**config.mk**
```make
export PLATFORM = sky130hd
export DESIGN_NAME = bus_cycle_monitor
export DESIGN_NICKNAME = d
export VERILOG_FILES = /design/src/rtl/bcm_pkg.sv /design/src/rtl/bcm_ctrl.sv /design/src/rtl/bcm_datapath.sv /design/src/rtl/bus_cycle_monitor.sv
export SDC_FILE = /design/constraint.sdc
export NUM_CORES = 1
export LEC_CHECK = 0
export BUFFER_PORTS_ARGS = -buffer_cell sky130_fd_sc_hd__buf_4
export CAP_MARGIN = 40
export CELL_PAD_IN_SITES_DETAIL_PLACEMENT = 0
export CELL_PAD_IN_SITES_GLOBAL_PLACEMENT = 1
export CORE_AREA = 2 2 39 41
export CTS_CLUSTER_SIZE = 14
export DETAILED_ROUTE_END_ITERATION = 16
export DIE_AREA = 0 0 41 43
export GPL_ROUTABILITY_DRIVEN = 0
export GPL_TIMING_DRIVEN = 1
export PLACE_DENSITY = 0.67
export SLEW_MARGIN = 30
export SYNTH_ARGS = -nofsm -noshare
export SYNTH_HDL_FRONTEND = slang
export SYNTH_HIERARCHICAL = 1
export SYNTH_SLANG_ARGS = --single-unit
```
**constraint.sdc**
```tcl
create_clock -name fastClk -period 2.5 [get_ports fastClk]
set_input_delay 0.25 -clock fastClk [delete_from_list [all_inputs] [get_ports fastClk]]
set_output_delay 0.25 -clock fastClk [all_outputs]
set_load 0.05 [all_outputs]
```
**src/rtl/bcm_pkg.sv**
```systemverilog
`timescale 1ns/1ps
package bcm_pkg;
  parameter int TYPE_W = 3;

  typedef enum logic [TYPE_W-1:0] {
    CYC_INTA  = 3'b000,
    CYC_RSVD  = 3'b001,
    CYC_IORD  = 3'b010,
    CYC_IOWR  = 3'b011,
    CYC_FETCH = 3'b100,
    CYC_HALT  = 3'b101,
    CYC_MEMRD = 3'b110,
    CYC_MEMWR = 3'b111
  } cycle_e;

  typedef struct packed {
    logic captureStb;
    logic errStb;
  } ctrl_t;
endpackage

```
**src/rtl/bcm_ctrl.sv**
```systemverilog
`timescale 1ns/1ps
module bcm_ctrl
  import bcm_pkg::*;
(
  input  logic              clk,
  input  logic              rst,
  input  logic              strobeN,
  input  logic [TYPE_W-1:0] code,
  input  logic              busLock,
  input  logic              holdReq,
  output ctrl_t             strobes,
  output logic              holdAck
);
  logic phaseHi;
  logic holdAckQ;
  logic qualify;

  // Divide-by-two phase recovery
  always_ff @(posedge clk) begin
    if (rst) phaseHi <= 1'b0;
    else     phaseHi <= ~phaseHi;
  end

  assign qualify            = phaseHi & ~strobeN & ~holdAckQ;
  assign strobes.captureStb = qualify & (code != CYC_RSVD);
  assign strobes.errStb     = qualify & (code == CYC_RSVD);

  // Hold handshake, evaluated on phase-high edges only
  always_ff @(posedge clk) begin
    if (rst) begin
      holdAckQ <= 1'b0;
    end else if (phaseHi) begin
      if (holdAckQ && !holdReq)
        holdAckQ <= 1'b0;
      else if (!holdAckQ && holdReq && !busLock && strobeN)
        holdAckQ <= 1'b1;
    end
  end

  assign holdAck = holdAckQ;

  AST_GRANT_UNLOCKED: assert property (@(posedge clk) disable iff (rst)
    $rose(holdAckQ) |-> $past(!busLock));
  AST_RELEASE_ON_DROP: assert property (@(posedge clk) disable iff (rst)
    $fell(holdAckQ) |-> $past(!holdReq));
  AST_ACK_ON_PHASE: assert property (@(posedge clk) disable iff (rst)
    ($rose(holdAckQ) || $fell(holdAckQ)) |-> $past(phaseHi));
  AST_PHASE_TOGGLES: assert property (@(posedge clk) disable iff (rst)
    phaseHi |=> !phaseHi);
endmodule

```
**src/rtl/bcm_datapath.sv**
```systemverilog
`timescale 1ns/1ps
module bcm_datapath
  import bcm_pkg::*;
(
  input  logic              clk,
  input  logic              rst,
  input  ctrl_t             strobes,
  input  logic [TYPE_W-1:0] code,
  input  logic              busLock,
  output logic              cycleValid,
  output logic [TYPE_W-1:0] cycleType,
  output logic              cycleLocked,
  output logic              protoErr
);
  logic isMem;
  assign isMem = (code == CYC_MEMRD) || (code == CYC_MEMWR);

  always_ff @(posedge clk) begin
    if (rst) begin
      cycleValid  <= 1'b0;
      cycleType   <= '0;
      cycleLocked <= 1'b0;
      protoErr    <= 1'b0;
    end else begin
      cycleValid <= strobes.captureStb;
      if (strobes.captureStb) begin
        cycleType   <= code;
        cycleLocked <= busLock & isMem;
      end
      if (strobes.errStb) protoErr <= 1'b1;
    end
  end

  AST_VALID_SINGLE: assert property (@(posedge clk) disable iff (rst)
    cycleValid |=> !cycleValid);
  AST_TYPE_HELD: assert property (@(posedge clk) disable iff (rst)
    !cycleValid |-> $stable(cycleType));
  AST_ERR_STICKY: assert property (@(posedge clk) disable iff (rst)
    protoErr |=> protoErr);
  AST_NO_RSVD_REPORT: assert property (@(posedge clk) disable iff (rst)
    cycleValid |-> (cycleType != CYC_RSVD));
  AST_LOCK_MEM_ONLY: assert property (@(posedge clk) disable iff (rst)
    cycleLocked |-> (cycleType[2:1] == 2'b11));
endmodule

```
**src/rtl/bus_cycle_monitor.sv**
```systemverilog
`timescale 1ns/1ps
module bus_cycle_monitor
  import bcm_pkg::*;
(
  input  logic              fastClk,
  input  logic              rst,
  input  logic              strobeN,
  input  logic              stMem,
  input  logic              stData,
  input  logic              stWrite,
  input  logic              busLock,
  input  logic              holdReq,
  output logic              cycleValid,
  output logic [TYPE_W-1:0] cycleType,
  output logic              cycleLocked,
  output logic              holdAck,
  output logic              protoErr
);
  ctrl_t             strobes;
  logic [TYPE_W-1:0] code;

  assign code = {stMem, stData, stWrite};

  bcm_ctrl ctrl_i (
    .clk(fastClk), .rst(rst), .strobeN(strobeN), .code(code),
    .busLock(busLock), .holdReq(holdReq), .strobes(strobes), .holdAck(holdAck)
  );

  bcm_datapath dp_i (
    .clk(fastClk), .rst(rst), .strobes(strobes), .code(code), .busLock(busLock),
    .cycleValid(cycleValid), .cycleType(cycleType),
    .cycleLocked(cycleLocked), .protoErr(protoErr)
  );

  AST_NO_CYCLE_IN_HOLD: assert property (@(posedge fastClk) disable iff (rst)
    cycleValid |-> !holdAck);
endmodule

```
# After elaboration in Yosys (flattened, before gate mapping)
# Cells that the tools add are included.
[classes]
add_sub_neg = 0
mul = 0
div = 0
n_lt_le_gt_ge = 0
n_eq_ne = 4
n_shift = 0
muxes = 2
n_bitwise = 8
n_reduce_logical = 10
[ops]
columns = ["cell", "count"]
rows = [
  ["equality test 3 bit (second input constant)", 2],
  ["bitwise AND 1 bit", 5],
  ["logical AND 1 bit", 4],
  ["equality test 3 x 1 -> 1 bit (second input constant)", 1],
  ["zero test 1 bit", 3],
  ["!= test 3 x 1 -> 1 bit (second input constant)", 1],
  ["NOT 1 bit", 3],
  ["two-way mux 1 bit", 2],
  ["AND reduction 2 bit", 1],
  ["nonzero test 2 bit", 1],
  ["logical OR 1 bit", 1],
]
[word_totals]
reg_bits = 8
latch_bits = 0
ramBits = 0
rom_bits = 0
out_inout_bits = 7
wordCells = 30
memories = 0

# Logic depth before layout (Yosys ltp)
# Gate-level depths: netlist of run 1.
[logic_depth]
word_depth = 6
ltp_mapped = 5

# Hierarchy
# The synthesis of run 1 kept the hierarchy.
[by_module_without_submodules]
columns = ["module", "instances", "cells_each", "area_each_um2", "seq_area_each_um2"]
rows = [
  ["bcm_datapath", 1, 19, 203.9, 120.1],
  ["bcm_ctrl", 1, 11, 93.8, 40.0],
]

# Worst setup path before layout of run 1
# No wires, ideal clock.
[synth_timing]
path_type = "reg-to-reg"
from = "reg ctrl_i.holdAckQ (netlist: ctrl_i/holdAck)"
to = "reg dp_i.cycleType[0]"
setup_time_ps = 116
t_arrival_ps = 1360
required_ps = 2384
setup_slack_ps = 1024
stages_incl_launch_ff = 6
path_cell_list = "dfxtp_1 or3b_1 nor2_1 buf_4 mux2i_1 nor2_1"
[synth_lines]
columns = ["item", "line", "rtl"]
rows = [
  ["start: declaration", "bcm_ctrl.sv:15", "logic holdAckQ;"],
  ["start signal: assignment", "bcm_ctrl.sv:31", "holdAckQ <= 1'b0;"],
  ["start signal: assignment", "bcm_ctrl.sv:34", "holdAckQ <= 1'b0;"],
  ["start signal: assignment", "bcm_ctrl.sv:36", "holdAckQ <= 1'b1;"],
  ["end signal: assignment", "bcm_datapath.sv:27", "cycleType <= code;"],
  ["end: declaration", "bcm_datapath.sv:11", "output logic [TYPE_W-1:0] cycleType,"],
]

==> results of run 1 <==
## placed cells by master, fill, tap and decap left out, drive strengths merged
| cell type | instances |
|---|---|
| or3b | 1 |
| nand3b | 1 |
| clkbuf | 3 |
| nor3b | 1 |
| a21oi | 1 |
| dfxtp | 8 |
| mux2i | 3 |
| a221oi | 1 |
| nand4 | 1 |
| nor2b | 2 |
| nor2 | 7 |
| nand2b | 1 |
| buf | 14 |
| inv | 2 |
## sequential cells by signal, summed over array words and instances, names as in the netlist
name	cells
dp_i/cycleLocked	1
dp_i/cycleType	3
ctrl_i/phaseHi	1
dp_i/protoErr	1
dp_i/cycleValid	1
ctrl_i/holdAck	1
## metal layers
layer	up-vias	share of wire, %	wire length [µm]
met5	-	0	0
met3	0	7.5	45
met2	9	47	283
met4	0	0	0
met1	118	45	270
li1	132	-	-
## synthesized netlist by cell type
| cell | n | area share, % |
|---|---|---|
| nor3b_1 | 1 | 2.5 |
| nor2b_1 | 2 | 4.2 |
| buf_4 | 1 | 2.5 |
| nand3b_1 | 1 | 2.5 |
| nor2_1 | 7 | 8.8 |
| dfxtp_1 | 8 | 54 |
| inv_1 | 2 | 2.5 |
| a221oi_1 | 1 | 2.9 |
| a21oi_2 | 1 | 2.9 |
| nand4_1 | 1 | 2.1 |
| nand2b_1 | 1 | 2.1 |
| or3b_1 | 1 | 2.9 |
| mux2i_1 | 3 | 10 |
## where the power goes
part	switching, mW	internal [mW]	total [mW]	leakage, nW
clock	0.0445	0.0550	0.0994	0.0138
sequential	0.00268	0.132	0.135	0.0652
combinational	0.0241	0.0176	0.0417	0.110
total	0.0712	0.205	0.276	0.189
## cell families (layout without fill, tap and decap cells)
group,after synthesis,after routing
buffers and inverters,3,19
and+or+nand+nor,14,14
muxes,3,3
DFF,8,8
AOI/OAI and AO/OA,2,2
## worst paths after layout
path | from | to | cells after the start
min | rst | dp_i/cycleLocked$_SDFFE_PP0P_ | 2
min reg2reg | ctrl_i/phaseHi$_SDFF_PP0_ | ctrl_i/phaseHi$_SDFF_PP0_ | 1
max | ctrl_i/phaseHi$_SDFF_PP0_ | dp_i/cycleType[0]$_SDFFE_PP0P_ | 4
max reg2reg | ctrl_i/phaseHi$_SDFF_PP0_ | dp_i/cycleType[0]$_SDFFE_PP0P_ | 4
## through the flow
stage / worst slack (ps) / area (µm²) / instances / util [%] / hold slack (ps)
after floorplan: 1020 / 298 / 30 / - / 312
after global placement: 1000 / 415 / 59 / 30.0 / 435
after detailed placement: 983 / 415 / 59 / 30.0 / 449
after CTS: 986 / 438 / 62 / 31.6 / 213
after global routing: 833 / 438 / 62 / 31.6 / 219
final: 980 / 438 / 62 / 31.6 / 214
## cell type report
class	instances	area [µm²]	share of cell area (%)
timing repair buffer	14	105	24.0
clock buffer	3	22.5	5.14
multi-input combinational	19	123	28.0
inverter	2	7.51	1.71
sequential	8	160	36.6
tap	16	20.0	4.57
==> results by group, run 1 <==
Floorplan
  • IO Pins: 15
  • Initial Util: 21.5%
  • Die area: 1760 µm²
  • Site row count: 14
  • Core area: 1380 µm²
  • Die Wd: 41 µm
  • Die Y: 43 µm

STA
  • Final Hold Vio Count: 0
  • Fin crit period: 1520 ps
  • # setup viols final: 0
  • Worst Tran Pin Value: 455 ps
  • Fmax: 0.658 GHz
  • Final Skew: 1.05 ps
  • Fin crit share: 60.8%
  • Max-slew violations: 0
  • Final TNS setup: 0 ps
  • RSZ-0062 raised after global routing: false
  • Relative slew margins: 69.6%

GRT
  • GRT met2 Usage: 10.9%
  • Number of global-route vias before repair: 228
  • Top Usage Layer GRT: met2
  • Initial antenna violation count: 0
  • Met3 Usage GRT: 4.71%
  • Total congestion overflow: 0
  • Gr usage total: 8.24%
  • Largest net degree at the start of global routing: 9
  • Met1 Track Usage GR: 9.35%
  • First-pass GRT wire length: 917 µm

Worst setup path
  • R2r setup slk: 980 ps
  • Worst path buffer plus inverter count: 0
  • Critical Setup Path Class: reg2reg
  • Critical Path Most Common Cell: nor2_1
  • Crit end category: flip-flop
  • WP data arrival: 1670 ps
  • CP delay by family, top: simple AND/OR/NAND/NOR gates
  • CP Max Fanout: 6
  • CP peak stage delay: 390 ps
  • CP Launch Type: flip-flop
  • Cell Chain, Critical Path: or3b_1, nor2_1, mux2i_1, nor2_1
  • Slowest stage cell, crit path: nor2_1
  • Critical Path RT: 2650 ps

Logic synthesis
  • Synth unique cells: 13
  • Largest family of logic cells by synthesized area: simple AND/OR/NAND/NOR gates
  • Synthesized Nets: 38
  • Synthesis warning total: 6
  • Compound-cell area share of the yosys netlist: 5.88%
  • Mux contribution to synthesized area: 10.1%
  • Part of the Yosys area used for sequential elements: 53.8%
  • Area share of and/or/nand/nor cells after synthesis: 25.2%
  • Cells after synthesis: 30
  • Netlist Area Pre-Place: 298 µm²
  • Xor/xnor share of the synthesized area: 0%
  • Post-Synth Adder-Cell Area: 0%
  • Synth Register Bits: 8
  • Syn_area_per_cell: 9.93 µm²

Clock tree
  • Clock latency on the worst-skew pair: 250 ps
  • Postcts setup bufs: 0
  • CTS Buf Count: 3
  • Sink Count: 8
  • CTS HTree Levels: 1
  • CTS tree: done
  • Clock buffer depth: 2
  • Clock Pin Slew Worst Setup and Hold Paths: 60 ps
  • Clock Root Buffer: clkbuf_4
  • CTS Hold Bufs: 0
  • Post-CTS sizing: 0

Route
  • Initial DRC count: 3
  • Post-DRT Antenna Nets: 0
  • Via density: 4.18
  • Drt total wl: 600 µm
  • Vias: 259
  • 1st-pass router iterations: 2
  • Routed len/inst: 9.68 µm
  • Number of remaining DRC errors: 0

Place
  • IO Port Bufs: 14
  • DPL Wire Length: 457 µm

Hold path
  • Hold crit path type: in2reg

Outcome
  • Status: finished clean

Finish
  • Final net count: 56
  • Layout cell share with drive strength beyond 1: 39.1%
  • Ant. Diodes: 0
  • Area grow syn2layout: 47.1%
  • Fillers: 151

Power
  • Power Density: 631 nW/µm²
  • Total chip power: 0.276 mW
  • Leakage power: 0.189 nW
  • VDD IR-drop max: 226 µV

Job
  • Max Cap Viol: 0
No activity file was read; power rests on OpenSTA's default activity.
==> run 2, diff against run 1 <==
==> constraint.sdc (replaced) <==
create_clock -name fastClk -period 1.6 [get_ports fastClk]
set_input_delay 0.16 -clock fastClk [delete_from_list [all_inputs] [get_ports fastClk]]
set_output_delay 0.16 -clock fastClk [all_outputs]
set_load 0.05 [all_outputs]
==> run 2 against run 1 <==
Effect of this change:
- cell count increased by 1.6%
- critical path depth rose by 1
- sequential cell count unchanged
- largest power group unchanged
- combinational power rose by 60%
- routed wire length fell by 0.67%
- power rose by 56%
- sequential share of layout area shrank 0.62 points
- final area grew 1.7%
- register-to-register slack got worse by 710 ps
- hold slack lost 88 ps
==> results by group, run 2 (synthesized netlist as in run 1, its figures left out) <==
Route
  • Post-DRT Antenna Nets: 0 (unchanged)
  • Drt total wl: 596 µm (was 600 µm)
  • Vias: 255 (was 259)
  • Routed len/inst: 9.46 µm (was 9.68 µm)
  • Number of remaining DRC errors: 0 (unchanged)
  • Initial DRC count: 2 (was 3)
  • 1st-pass router iterations: 2 (unchanged)
  • Via density: 4.05 (was 4.18)

Finish
  • Most common cell after layout, fill and taps aside: buf_4 (unchanged)
  • Most frequent cells in the layout: 15 x buf_4, 8 x dfxtp_1, 7 x nor2_1, 3 x clkbuf_4, 3 x mux2i_1 (was 14 x buf_4, 8 x dfxtp_1, 7 x nor2_1, 3 x clkbuf_4, 3 x mux2i_1)
  • Ant. Diodes: 0 (unchanged)
  • Max reg flops: 3 (unchanged)
  • Final instance area: 445 µm² (was 438 µm²)
  • Area grow syn2layout: 49.6% (was 47.1%)
  • Final net count: 57 (was 56)
  • Biggest register: dp_i/cycleType (unchanged)
  • Layout cell share with drive strength beyond 1: 40.4% (was 39.1%)

STA
  • Final Hold Vio Count: 0 (unchanged)
  • Final TNS setup: 0 ps (unchanged)
  • Max-slew violations: 0 (unchanged)
  • Fmax: 0.750 GHz (was 0.658 GHz)
  • Fin crit period: 1330 ps (was 1520 ps)
  • Worst Tran Pin Value: 223 ps (was 455 ps)
  • RSZ-0062 raised after global routing: false (unchanged)
  • Fin crit share: 83.3% (was 60.8%)
  • Hold WS: 126 ps (was 214 ps)
  • Final Skew: 4.06 ps (was 1.05 ps)
  • # setup viols final: 0 (unchanged)
  • Relative slew margins: 85.1% (was 69.6%)

Clock tree
  • Post-CTS sizing: 0 (unchanged)
  • Clock Pin Slew Worst Setup and Hold Paths: 50 ps (was 60 ps)
  • CTS tree: done (unchanged)
  • Postcts setup bufs: 0 (unchanged)
  • CTS Hold Bufs: 0 (unchanged)
  • CTS Buf Count: 3 (unchanged)
  • Sink Count: 8 (unchanged)
  • Clock latency on the worst-skew pair: 250 ps (about the same)
  • Clock buffer depth: 2 (unchanged)
  • Clock Root Buffer: clkbuf_4 (unchanged)
  • CTS HTree Levels: 1 (unchanged)

Worst setup path
  • Worst flop-to-flop path endpoint: dp_i/cycleType[0]$_SDFFE_PP0P_ (unchanged)
  • CP Launch Type: flip-flop (unchanged)
  • FF-to-FF Start: ctrl_i/phaseHi$_SDFF_PP0_ (unchanged)
  • Worst-case reg-to-reg path depth: 5 (was 4)
  • R2r setup slk: 270 ps (was 980 ps)
  • WP data arrival: 1480 ps (was 1670 ps)
  • CP Max Fanout: 6 (unchanged)
  • Crit end category: flip-flop (unchanged)
  • Critical Setup Path Class: reg2reg (unchanged)
  • Critical Path RT: 1740 ps (was 2650 ps)

GRT
  • Number of global-route vias before repair: 233 (was 228)
  • Total congestion overflow: 0 (unchanged)
  • First-pass GRT wire length: 966 µm (was 917 µm)
  • Gr usage total: 9.06% (was 8.24%)
  • Initial antenna violation count: 0 (unchanged)
  • Largest net degree at the start of global routing: 9 (unchanged)

Floorplan
  • Die area: 1760 µm² (unchanged)
  • Site row count: 14 (unchanged)
  • Initial Util: 21.5% (unchanged)
  • Die Wd: 41 µm (unchanged)
  • IO Pins: 15 (unchanged)
  • Core area: 1380 µm² (unchanged)
  • Die Y: 43 µm (unchanged)

Power
  • Power Density: 967 nW/µm² (was 631 nW/µm²)
  • Leakage power: 0.194 nW (was 0.189 nW)
  • VDD IR-drop max: 565 µV (was 226 µV)

Place
  • IO Port Bufs: 14 (unchanged)
  • Area post-placement: 423 µm² (was 415 µm²)
  • DPL Wire Length: 448 µm (was 457 µm)

Hold path
  • Min-delay src: rst (unchanged)
  • Hold depth: 2 (unchanged)
  • Min-Delay Endpoint: dp_i/cycleLocked$_SDFFE_PP0P_ (unchanged)
  • Hold crit path type: in2reg (unchanged)

Outcome
  • Status: finished clean (unchanged)

Job
  • Max Cap Viol: 0 (unchanged)
-- run 2: cell count changes in the layout (fill, tap and decap cells not counted) --
cell   change
buf_4      +1
-- run 2: critical path, stage by stage, from the launching register on --
cell and delay, ps:
dfxtp_1 360, or3b_1 380, nor2_1 110, buf_4 150, mux2i_1 180, nor2_1 50
-- run 2: worst max-delay path by stage --
| stage | from | to | slack, ps | cells after the start |
|---|---|---|---|---|
| after CTS | ctrl_i/phaseHi$_SDFF_PP0_ | dp_i/cycleType[0]$_SDFFE_PP0P_ | 260 | 5 |
| after global placement | ctrl_i/phaseHi$_SDFF_PP0_ | dp_i/cycleType[1]$_SDFFE_PP0P_ | 290 | 5 |
| after detailed placement | ctrl_i/phaseHi$_SDFF_PP0_ | dp_i/cycleType[0]$_SDFFE_PP0P_ | 280 | 5 |
| after global routing | ctrl_i/phaseHi$_SDFF_PP0_ | dp_i/cycleType[0]$_SDFFE_PP0P_ | 140 | 5 |
| after floorplan | ctrl_i/holdAck$_SDFFE_PP0P_ | dp_i/cycleType[0]$_SDFFE_PP0P_ | 120 | 5 |
| final | ctrl_i/phaseHi$_SDFF_PP0_ | dp_i/cycleType[0]$_SDFFE_PP0P_ | 270 | 5 |
-- run 2: area by class of cell --
type | instances | area, µm²
clock buffers | 3 | 22.5
fillers | 159 | 938
inverters | 2 | 7.51
multi-input cells | 19 | 123
flip-flops and latches | 8 | 160
well taps | 16 | 20.0
repair buffers | 15 | 113
-- run 2: power by group --
part | switching [mW] | internal, mW | leakage, nW
clock | 0.0666 | 0.0857 | 0.0138
sequential | 0.00439 | 0.207 | 0.0652
combinational | 0.0375 | 0.0292 | 0.115
total | 0.109 | 0.322 | 0.194
-- run 2: per-stage QoR --
| step | utilization, % | instances | power, mW | setup slack (ps) |
|---|---|---|---|---|
| finish | 32.2 | 63 | 0.431 | 268 |
| detailed placement | 30.6 | 60 | 0.283 | 280 |
| global placement | 30.6 | 60 | 0.282 | 285 |
| floorplan | - | 30 | 0.253 | 124 |
| global route | 32.2 | 63 | 0.460 | 140 |
| CTS | 32.2 | 63 | 0.439 | 257 |
-- run 2: routing by layer --
| metal | wire length, µm | global-route usage, % | share of wire (%) | vias to the layer above |
|---|---|---|---|---|
| met5 | 0 | 0 | 0 | - |
| met4 | 0 | 4.00 | 0 | 0 |
| met3 | 67 | 9.42 | 11 | 0 |
| met2 | 294 | 11.6 | 49 | 11 |
| met1 | 234 | 9.42 | 39 | 111 |
| li1 | - | - | - | 133 |
